[config.mk]
export PLATFORM = sky130hd
export DESIGN_NAME = spiRegPort
export DESIGN_NICKNAME = d
export VERILOG_FILES = /design/src/rtl/spiRegPkg.sv /design/src/rtl/spiInSync.sv /design/src/rtl/spiFrameCtrl.sv /design/src/rtl/spiFrameDp.sv /design/src/rtl/spiRegPort.sv
export SDC_FILE = /design/constraint.sdc
export NUM_CORES = 1
export LEC_CHECK = 0
export ABC_AREA = 0
export BUFFER_PORTS_ARGS = -buffer_cell sky130_fd_sc_hd__buf_2
export CORE_MARGIN = 2
export CORE_UTILIZATION = 37
export DETAILED_ROUTE_END_ITERATION = 10
export GPL_ROUTABILITY_DRIVEN = 1
export PLACE_DENSITY = 0.6
export SLEW_MARGIN = 20
export SYNTH_ARGS = -nofsm -noshare
export SYNTH_HDL_FRONTEND = slang
export SYNTH_SLANG_ARGS = --single-unit
[constraint.sdc]
create_clock -name clk -period 2 [get_ports clk]
set_input_delay 0.3 -clock clk [delete_from_list [all_inputs] [get_ports clk]]
set_output_delay 0.3 -clock clk [all_outputs]
set_load 0.005 [all_outputs]
[src/rtl/spiRegPkg.sv]
package spiRegPkg;

  // Per-cycle commands from the frame controller to the datapath
  typedef struct packed {
    logic clearFrame;  // select just went low: start a clean frame
    logic shiftIn;     // rising edge inside the 16-bit window
    logic latchAddr;   // header complete on this rising edge
    logic loadTx;      // capture register read data
    logic shiftOut;    // falling edge in the read-data window
    logic commitWr;    // valid write frame closed by select rising
  } dpStrobe_t;

endpackage

[src/rtl/spiInSync.sv]
module spiInSync #(
  parameter int          STAGES  = 2,
  parameter int          WIDTH   = 3,
  parameter logic [WIDTH-1:0] RST_VAL = '0
) (
  input  logic             clk,
  input  logic             rstN,
  input  logic [WIDTH-1:0] rawIn,
  output logic [WIDTH-1:0] syncOut
);

  logic [WIDTH-1:0] stageQ [STAGES];

  generate
    for (genvar s = 0; s < STAGES; s++) begin : g_stage
      if (s == 0) begin : g_first
        always_ff @(posedge clk or negedge rstN) begin
          if (!rstN) stageQ[s] <= RST_VAL;
          else       stageQ[s] <= rawIn;
        end
      end else begin : g_next
        always_ff @(posedge clk or negedge rstN) begin
          if (!rstN) stageQ[s] <= RST_VAL;
          else       stageQ[s] <= stageQ[s-1];
        end
      end
    end
  endgenerate

  assign syncOut = stageQ[STAGES-1];

endmodule

[src/rtl/spiFrameCtrl.sv]
module spiFrameCtrl
  import spiRegPkg::*;
#(
  parameter int ADDR_W = 7,
  parameter int DATA_W = 8
) (
  input  logic       clk,
  input  logic       rstN,
  input  logic       spcS,
  input  logic       csS,
  input  logic       hdrRw,
  output dpStrobe_t  strb,
  output logic       rdEn,
  output logic       wrEn,
  output logic       driveOn
);

  localparam int HDR_LEN   = 1 + ADDR_W;
  localparam int FRAME_LEN = HDR_LEN + DATA_W;
  localparam int CNT_W     = $clog2(FRAME_LEN + 1);

  logic             spcQ;
  logic             csQ;
  logic             rwQ;
  logic             overRun;
  logic             rdPend;
  logic [CNT_W-1:0] bitCnt;

  logic spcRise, spcFall, csRise, csFall;
  logic inDataWin;

  assign spcRise   = spcS & ~spcQ & ~csS;
  assign spcFall   = ~spcS & spcQ & ~csS;
  assign csRise    = csS & ~csQ;
  assign csFall    = ~csS & csQ;
  assign inDataWin = (bitCnt >= CNT_W'(HDR_LEN)) && (bitCnt < CNT_W'(FRAME_LEN));

  always_comb begin
    strb.clearFrame = csFall;
    strb.shiftIn    = spcRise && (bitCnt < CNT_W'(FRAME_LEN));
    strb.latchAddr  = spcRise && (bitCnt == CNT_W'(HDR_LEN - 1));
    strb.loadTx     = rdPend;
    strb.shiftOut   = spcFall && rwQ && inDataWin;
    strb.commitWr   = csRise && !rwQ && !overRun && (bitCnt == CNT_W'(FRAME_LEN));
  end

  always_ff @(posedge clk or negedge rstN) begin
    if (!rstN) begin
      spcQ    <= 1'b1;
      csQ     <= 1'b1;
      bitCnt  <= '0;
      overRun <= 1'b0;
      driveOn <= 1'b0;
    end else begin
      spcQ <= spcS;
      csQ  <= csS;
      if (csS) begin
        bitCnt  <= '0;
        overRun <= 1'b0;
        driveOn <= 1'b0;
      end else begin
        if (spcRise) begin
          if (bitCnt < CNT_W'(FRAME_LEN)) bitCnt  <= bitCnt + 1'b1;
          else                            overRun <= 1'b1;
        end
        if (strb.shiftOut && (bitCnt == CNT_W'(HDR_LEN))) driveOn <= 1'b1;
      end
    end
  end

  always_ff @(posedge clk or negedge rstN) begin
    if (!rstN) begin
      rwQ    <= 1'b0;
      rdEn   <= 1'b0;
      rdPend <= 1'b0;
      wrEn   <= 1'b0;
    end else begin
      if (strb.latchAddr) rwQ <= hdrRw;
      rdEn   <= strb.latchAddr & hdrRw;
      rdPend <= rdEn;
      wrEn   <= strb.commitWr;
    end
  end

  // the write strobe lasts one cycle and comes only once select is high
  a_r3_wr_single: assert property (@(posedge clk) disable iff (!rstN)
    wrEn |=> !wrEn);
  a_r3_wr_after_cs: assert property (@(posedge clk) disable iff (!rstN)
    wrEn |-> csS);
  // the read strobe lasts one cycle
  a_r5_rd_single: assert property (@(posedge clk) disable iff (!rstN)
    rdEn |=> !rdEn);
  // no driving while select has been high for two cycles
  a_r7_quiet_idle: assert property (@(posedge clk) disable iff (!rstN)
    (csS && $past(csS)) |-> !driveOn);
  // driving only happens in read frames
  a_r7_drive_read_only: assert property (@(posedge clk) disable iff (!rstN)
    driveOn |-> rwQ);

endmodule

[src/rtl/spiFrameDp.sv]
module spiFrameDp
  import spiRegPkg::*;
#(
  parameter int ADDR_W = 7,
  parameter int DATA_W = 8
) (
  input  logic              clk,
  input  logic              rstN,
  input  logic              dinS,
  input  dpStrobe_t         strb,
  output logic              hdrRw,
  output logic [ADDR_W-1:0] regAddr,
  output logic [DATA_W-1:0] regWrData,
  input  logic [DATA_W-1:0] regRdData,
  output logic              txBit
);

  localparam int FRAME_LEN = 1 + ADDR_W + DATA_W;

  logic [FRAME_LEN-1:0] rxShift;
  logic [FRAME_LEN-1:0] rxNext;
  logic [DATA_W-1:0]    txReg;

  assign rxNext = {rxShift[FRAME_LEN-2:0], dinS};
  assign hdrRw  = rxNext[ADDR_W];

  always_ff @(posedge clk or negedge rstN) begin
    if (!rstN) begin
      rxShift   <= '0;
      regAddr   <= '0;
      regWrData <= '0;
    end else begin
      if (strb.clearFrame)   rxShift <= '0;
      else if (strb.shiftIn) rxShift <= rxNext;
      if (strb.latchAddr) regAddr   <= rxNext[ADDR_W-1:0];
      if (strb.commitWr)  regWrData <= rxShift[DATA_W-1:0];
    end
  end

  always_ff @(posedge clk or negedge rstN) begin
    if (!rstN) begin
      txReg <= '0;
      txBit <= 1'b0;
    end else if (strb.clearFrame) begin
      txReg <= '0;
      txBit <= 1'b0;
    end else if (strb.loadTx) begin
      txReg <= regRdData;
    end else if (strb.shiftOut) begin
      txBit <= txReg[DATA_W-1];
      txReg <= {txReg[DATA_W-2:0], 1'b0};
    end
  end

  // register data is captured two cycles after the header completes
  a_r5_load_after_hdr: assert property (@(posedge clk) disable iff (!rstN)
    strb.loadTx |-> $past(strb.latchAddr, 2));
  // shifting in and shifting out never share a cycle
  a_r2_edges_exclusive: assert property (@(posedge clk) disable iff (!rstN)
    !(strb.shiftIn && strb.shiftOut));

endmodule

[src/rtl/spiRegPort.sv]
module spiRegPort
  import spiRegPkg::*;
#(
  parameter int ADDR_W      = 7,
  parameter int DATA_W      = 8,
  parameter int SYNC_STAGES = 2
) (
  input  logic              clk,
  input  logic              rstN,
  input  logic              spiClk,
  input  logic              spiCsN,
  input  logic              spiDin,
  input  logic              threeWire,
  output logic              spiDout,
  output logic              spiDoutOe,
  output logic              spiDinOut,
  output logic              spiDinOe,
  output logic [ADDR_W-1:0] regAddr,
  output logic [DATA_W-1:0] regWrData,
  output logic              regWrEn,
  output logic              regRdEn,
  input  logic [DATA_W-1:0] regRdData
);

  logic [2:0] pinSync;
  logic       spcS, csS, dinS;
  logic       hdrRw, driveOn, txBit;
  dpStrobe_t  strb;

  spiInSync #(
    .STAGES (SYNC_STAGES),
    .WIDTH  (3),
    .RST_VAL(3'b110)
  ) i_sync (
    .clk    (clk),
    .rstN   (rstN),
    .rawIn  ({spiClk, spiCsN, spiDin}),
    .syncOut(pinSync)
  );

  assign {spcS, csS, dinS} = pinSync;

  spiFrameCtrl #(
    .ADDR_W(ADDR_W),
    .DATA_W(DATA_W)
  ) i_ctrl (
    .clk    (clk),
    .rstN   (rstN),
    .spcS   (spcS),
    .csS    (csS),
    .hdrRw  (hdrRw),
    .strb   (strb),
    .rdEn   (regRdEn),
    .wrEn   (regWrEn),
    .driveOn(driveOn)
  );

  spiFrameDp #(
    .ADDR_W(ADDR_W),
    .DATA_W(DATA_W)
  ) i_dp (
    .clk      (clk),
    .rstN     (rstN),
    .dinS     (dinS),
    .strb     (strb),
    .hdrRw    (hdrRw),
    .regAddr  (regAddr),
    .regWrData(regWrData),
    .regRdData(regRdData),
    .txBit    (txBit)
  );

  assign spiDout   = txBit;
  assign spiDinOut = txBit;
  assign spiDoutOe = driveOn & ~threeWire;
  assign spiDinOe  = driveOn & threeWire;

  // never more than one output enable at a time
  a_r8_one_driver: assert property (@(posedge clk) disable iff (!rstN)
    $onehot0({spiDoutOe, spiDinOe}));
  // the two strobes never coincide
  a_r9_no_rd_wr_overlap: assert property (@(posedge clk) disable iff (!rstN)
    !(regWrEn && regRdEn));

endmodule

# == Word-level counts from Yosys, hierarchy flattened ==
# Cells that the tools add are included.
# Widths: inputs -> output; s select.
# classes
add_sub_neg,1
mul,0
div_mod_pow,0
order_cmp,2
eq_ne,5
n_shift,0
n_mux,16
bitwise,14
n_reduce_logical,20
# op_table
operator,count
$mux 8,5
$mux 5,3
$reduce_bool 2->1,5
$and 1x1->1,9
$logic_and 1x1->1,9
$mux 1,8
$reduce_and 2->1,3
$add 5x1->5 const B,1
$eq 5x3->1 const B,1
$eq 5x4->1 const B,1
$eq 5x5->1 const B,1
$ge 5x4->1 const B,1
$lt 5x5->1 const B,1
$not 1->1,5
$ne 2x2->1 const B,2
$reduce_bool 3->1,1
$logic_not 1->1,2
# word_totals
ff_bits,51
latchBits,0
ramBits,0
romBits,0
in_bits,14
output_inout_bits,21
elab_cells,74
mem_count,0

# == Depth between registers and ports, before layout ==
# depth
word_depth,8
ltp_mapped,5
depth_no_buf,5

# == Hierarchy ==
# From an unflattened synthesis, not the netlist that was laid out.
# unflattened
cells_unflattened,162
area_unflattened_um2,2190.9
# by_module_without_submodules
module,instances,cells_each,area_each_um2,seq_area_each_um2
spiFrameDp,1,97,1361.3,800.8
spiFrameCtrl,1,53,628.1,327.8
spiInSync,1,9,177.7,155.1
spiRegPort,1,3,23.8,0.0

# == Worst setup path after synthesis ==
# Ideal clock, no wire load.
# synth_path
path_type,reg-to-reg
start,"reg i_sync.stageQ, in the netlist i_sync.syncOut[2]"
end,reg i_ctrl.rwQ
setup_time_ps,125
arrival_time_ps,1539
required_ps,1875
slack_ps,336
stages_incl_launch_ff,5
path_buffers,1
period_less_slack_ps,1664
path_cell_list,dfstp_2 nor4b_4 and4b_1 buf_4 mux2_2
# synth_between
elab_chain_cells,3
# synth_rtl
element,line_no,text
start: declaration,spiInSync.sv:12,logic [WIDTH-1:0] stageQ [STAGES];
start signal: indexed assignment,spiInSync.sv:24,else stageQ[s] <= stageQ[s-1];
$and 1x1->1 (2 in a row),spiFrameCtrl.sv:32,assign spcRise = spcS & ~spcQ & ~csS;
$logic_and 1x1->1,spiFrameCtrl.sv:41,strb.latchAddr = spcRise && (bitCnt == CNT_W'(HDR_LEN - 1));
end signal: assignment,spiFrameCtrl.sv:78,if (strb.latchAddr) rwQ <= hdrRw;
end: declaration,spiFrameCtrl.sv:24,logic rwQ;
# Every way passes these cells.
# A chain may end at the register's enable or synchronous reset.

# == Worst setup path in the final report ==
# layout_path
start,"reg i_sync.stageQ, in the netlist i_sync.syncOut[1]"
end,reg i_dp.rxShift[2]
# layout_between
elab_chain_cells,4
word_cells_on_any_way,6
classes_between,1 x mux; 3 x bitwise; 2 x reduce/logical
# layout_rtl
element,line_no,text
$not 1->1 *,"spiFrameCtrl.sv:32, spiFrameCtrl.sv:35",
$and 1x1->1,spiFrameCtrl.sv:32,
$logic_and 1x1->1,spiFrameCtrl.sv:40,strb.shiftIn = spcRise && (bitCnt < CNT_W'(FRAME_LEN));
$reduce_bool 2->1 (no source line),--,
end signal: assignment,spiFrameDp.sv:34,else if (strb.shiftIn) rxShift <= rxNext;
end: declaration,spiFrameDp.sv:20,logic [FRAME_LEN-1:0] rxShift;
# Every way passes the cells marked *; elsewhere a longest branch is shown, timed or not.

==> results.cfg <==
[global_routing]
grtUsageMet2_pct = 20.1
grt_usage_pct = 14.1
grt_overflow = 0
grt_max_degree = 52
grtUsageMet1_pct = 21.4
grt_pass1_wl_mm = 6.96
antenna_found_initial = 0
grt_pass1_vias = 1417
gr-max-usage-layer = met1
grt_use_met3_pct = 3.41

[die]
ios = 35
die_w_um = 79.3
dieHeight_um = 79.3
start_util_pct = 38.1
core-area_um2 = 5510
dieArea_um2 = 6290
num_rows = 27

[clock_tree]
cts-buffers-inserted = 5
cts_hold_buf = 1
cts_resized = 0
clk_path_buf_depth = 2
post_cts.repair.setup_buffers = 0
clk_latency_ns = 0.29
cts-root-buf = clkbuf_8
h-tree-depth = 2
cts_tree = yes
clk_pin_slew_ns = 0.09
cts.sinks = 51

[sta]
fmax_ghz = 0.545
finalHoldViolations = 0
drv_slew = 0
hold_ws_ns = 0.0944
finalSetupViolations = 0
max-slew-margin-rel_pct = 43.2
tightest_slew_ns = 0.850
rsz0062_at_grt = false
fin_crit_sh_pct = 91.7
finClkSkew_ns = 0.00552
tns_ns = 0
layout_min_cycle_time_ns = 1.83

[worst_setup_path]
cpPeakStageDelay_ns = 0.67
critPathLaunchType = register
cp-end-kind = register
cp_slowest_cell = nor2b_1
criticalPathCategory = reg -> reg
path_cells = buf_4 > nor2b_1 > nor2_1 > a22o_1
r2r_slack_ns = 0.17
cp.arrival_ns = 2.02
worst_ep_required_time_ns = 2.19
worstPathMaxFanout = 12

[layout]
multi_input_area_um2 = 728
area_growth_pct = 17.9
final_layout_size_suffix_gt1_share_pct = 34.9
register_area_um2 = 1280
nFillCells = 528
fin_nets = 224
antenna_cells = 0

[routing]
drtPass1Iterations = 4
routedWlPerCell_um = 14.3
vias = 1422
drtAntennaViolNets = 0
finalWirelength_mm = 4.01
drc = 0
dr.first_iter.drc_count = 48
vias_per_cell = 5.06

[place]
dp_hpwl_mm = 2.73
portBuffers = 34
routabilityCongestion = 0.760

[synthesis]
synth_cell_types = 36
syn_area_per_cell_um2 = 12.3
synth_top_area_share_pct = 53.7
synth_nets = 186
yosys.area.top_type = dfrtp_1
synthTopCellsByArea = dfrtp_1 54%, mux2_2 8.6%, dfstp_2 7.5%
ys_seq_elements = 51
seq_area_frac_synth_pct = 61.2
synth.cell_area_um2 = 2100
syn_inst = 170
yosys_warnings = 0

[power]
p_leak_nw = 1.21
vdd_drop_max_mv = 0.419
p_per_area_nw_per_um2 = 706

[run_status]
status = finished, final reports clean

[flow_run]
max_cap_viol_count = 0

[min_path]
hp-class = in -> reg
## registers in the layout, indices dropped and copies added (netlist names)
signal and cells:
i_ctrl.bitCnt 5, i_ctrl.csQ 1, i_ctrl.driveOn 1, i_ctrl.overRun 1, i_ctrl.rdEn 1, i_ctrl.rdPend 1, i_ctrl.rwQ 1, i_ctrl.spcQ 1
i_ctrl.wrEn 1, i_dp.regAddr 7, i_dp.regWrData 8, i_dp.rxShift 8, i_dp.txBit 1, i_dp.txReg 8, i_sync.stageQ 3, i_sync.syncOut 3
## routing by layer
| layer | part of all wire, % | routed length, um |
|---|---|---|
| met5 | 0 | 0 |
| met3 | 4.9 | 196 |
| met1 | 50 | 1980 |
| met2 | 45 | 1800 |
| met4 | 0.75 | 30 |
## report_power, final
group / leakage [nW] / switching [mW] / total [mW] / internal [mW]
Combinational: 0.473 / 0.0461 / 0.0760 / 0.0298
Sequential: 0.686 / 0.0131 / 1.06 / 1.05
Clock: 0.0484 / 0.324 / 0.608 / 0.284
Total: 1.21 / 0.383 / 1.74 / 1.36
## critical path: cells and delay by family (launching register included)
kind / cells / cell delay [ns]
AO/OA/AOI/OAI: 1 / 0.23
buffers and inverters: 1 / 0.19
AND/OR/NAND/NOR: 2 / 0.88
flip-flops: 1 / 0.43
## final timing paths
| path | startpoint | end | cells past startpoint |
|---|---|---|---|
| worst min-delay path | spiClk | i_sync.stageQ[5]$_DFF_PN1_ | 1 |
| worst max register to register | i_sync.syncOut[1]$_DFF_PN1_ | i_dp.rxShift[2]$_DFFE_PN0P_ | 4 |
| min in group asynchronous | rstN | i_dp.txReg[6]$_DFFE_PN0P_ | 3 |
| worst max-delay path | i_sync.syncOut[1]$_DFF_PN1_ | i_dp.rxShift[2]$_DFFE_PN0P_ | 4 |
| max in group asynchronous | rstN | i_ctrl.spcQ$_DFF_PN1_ | 3 |
| worst min register to register | i_sync.stageQ[3]$_DFF_PN0_ | i_sync.syncOut[0]$_DFF_PN0_ | 0 |
## cells by family after synthesis
kind of cell / Yosys count / share of synthesized area (%)
xor+xnor: 1 / 0.418
simple gates: 39 / 11.8
buf+inv: 20 / 4.06
compound gates: 40 / 12.3
mux: 17 / 9.07
flops: 51 / 61.2
fa+ha+maj: 2 / 1.19
## area by class of cell
type / count / area share (%)
Tap cell: 72 / 3.64
Sequential cell: 51 / 51.9
Multi-Input combinational cell: 99 / 29.5
Inverter: 10 / 1.52
Clock buffer: 7 / 3.49
Clock inverter: 1 / 0.354
Timing Repair Buffer: 41 / 9.62
## cell usage in the layout, fill, tap and decap left out, types with 2 or more instances in the layout
master / n
dfrtp_1: 45
buf_2: 34
or3_1: 2
and2_1: 2
mux2_2: 16
inv_1: 9
a311oi_1: 4
ha_1: 2
dfstp_2: 6
a22oi_1: 2
nand2_1: 5
a21oi_1: 6
o21ai_0: 14
a22o_1: 4
clkbuf_8: 6
a221oi_1: 3
a31oi_1: 5
nor2b_1: 4
nand3_1: 5
buf_4: 5
nor2_1: 10
nand4_1: 2
## Yosys cell counts
library cell	count
a21oi_1	6
dfstp_2	6
nand2_1	5
and2_1	2
nand4bb_1	1
nor2b_1	4
o21ai_0	14
nand4_1	2
or3_1	2
and4bb_2	1
ha_1	2
buf_4	2
nor2_1	10
buf_2	2
inv_1	9
mux2i_1	1
a31oi_1	5
clkbuf_1	6
nand3_2	1
nor3_2	1
nand2b_1	1
a311oi_1	4
or3b_1	1
o211ai_1	1
nor4b_4	1
a22oi_1	2
clkinv_1	1
and4b_1	1
a221oi_1	3
dfrtp_1	45
nor4bb_1	1
xnor2_1	1
mux2_2	16
o31ai_1	1
nand3_1	5
a22o_1	4
## stage by stage
stage / cell area (um^2) / cells / setup slack, ns / power (mW) / util, %
final: 2470 / 281 / 0.167 / 1.74 / 44.9
after global routing: 2470 / 281 / 0.0342 / 1.84 / 44.9
after CTS: 2470 / 281 / 0.155 / 1.78 / 44.9
after detailed placement: 2370 / 272 / 0.161 / 1.16 / 43.0
after global placement: 2370 / 272 / 0.194 / 1.16 / 43.0
after floorplan: 2100 / 170 / 0.336 / 1.11 / -
Power figures use the tool's default switching activity.
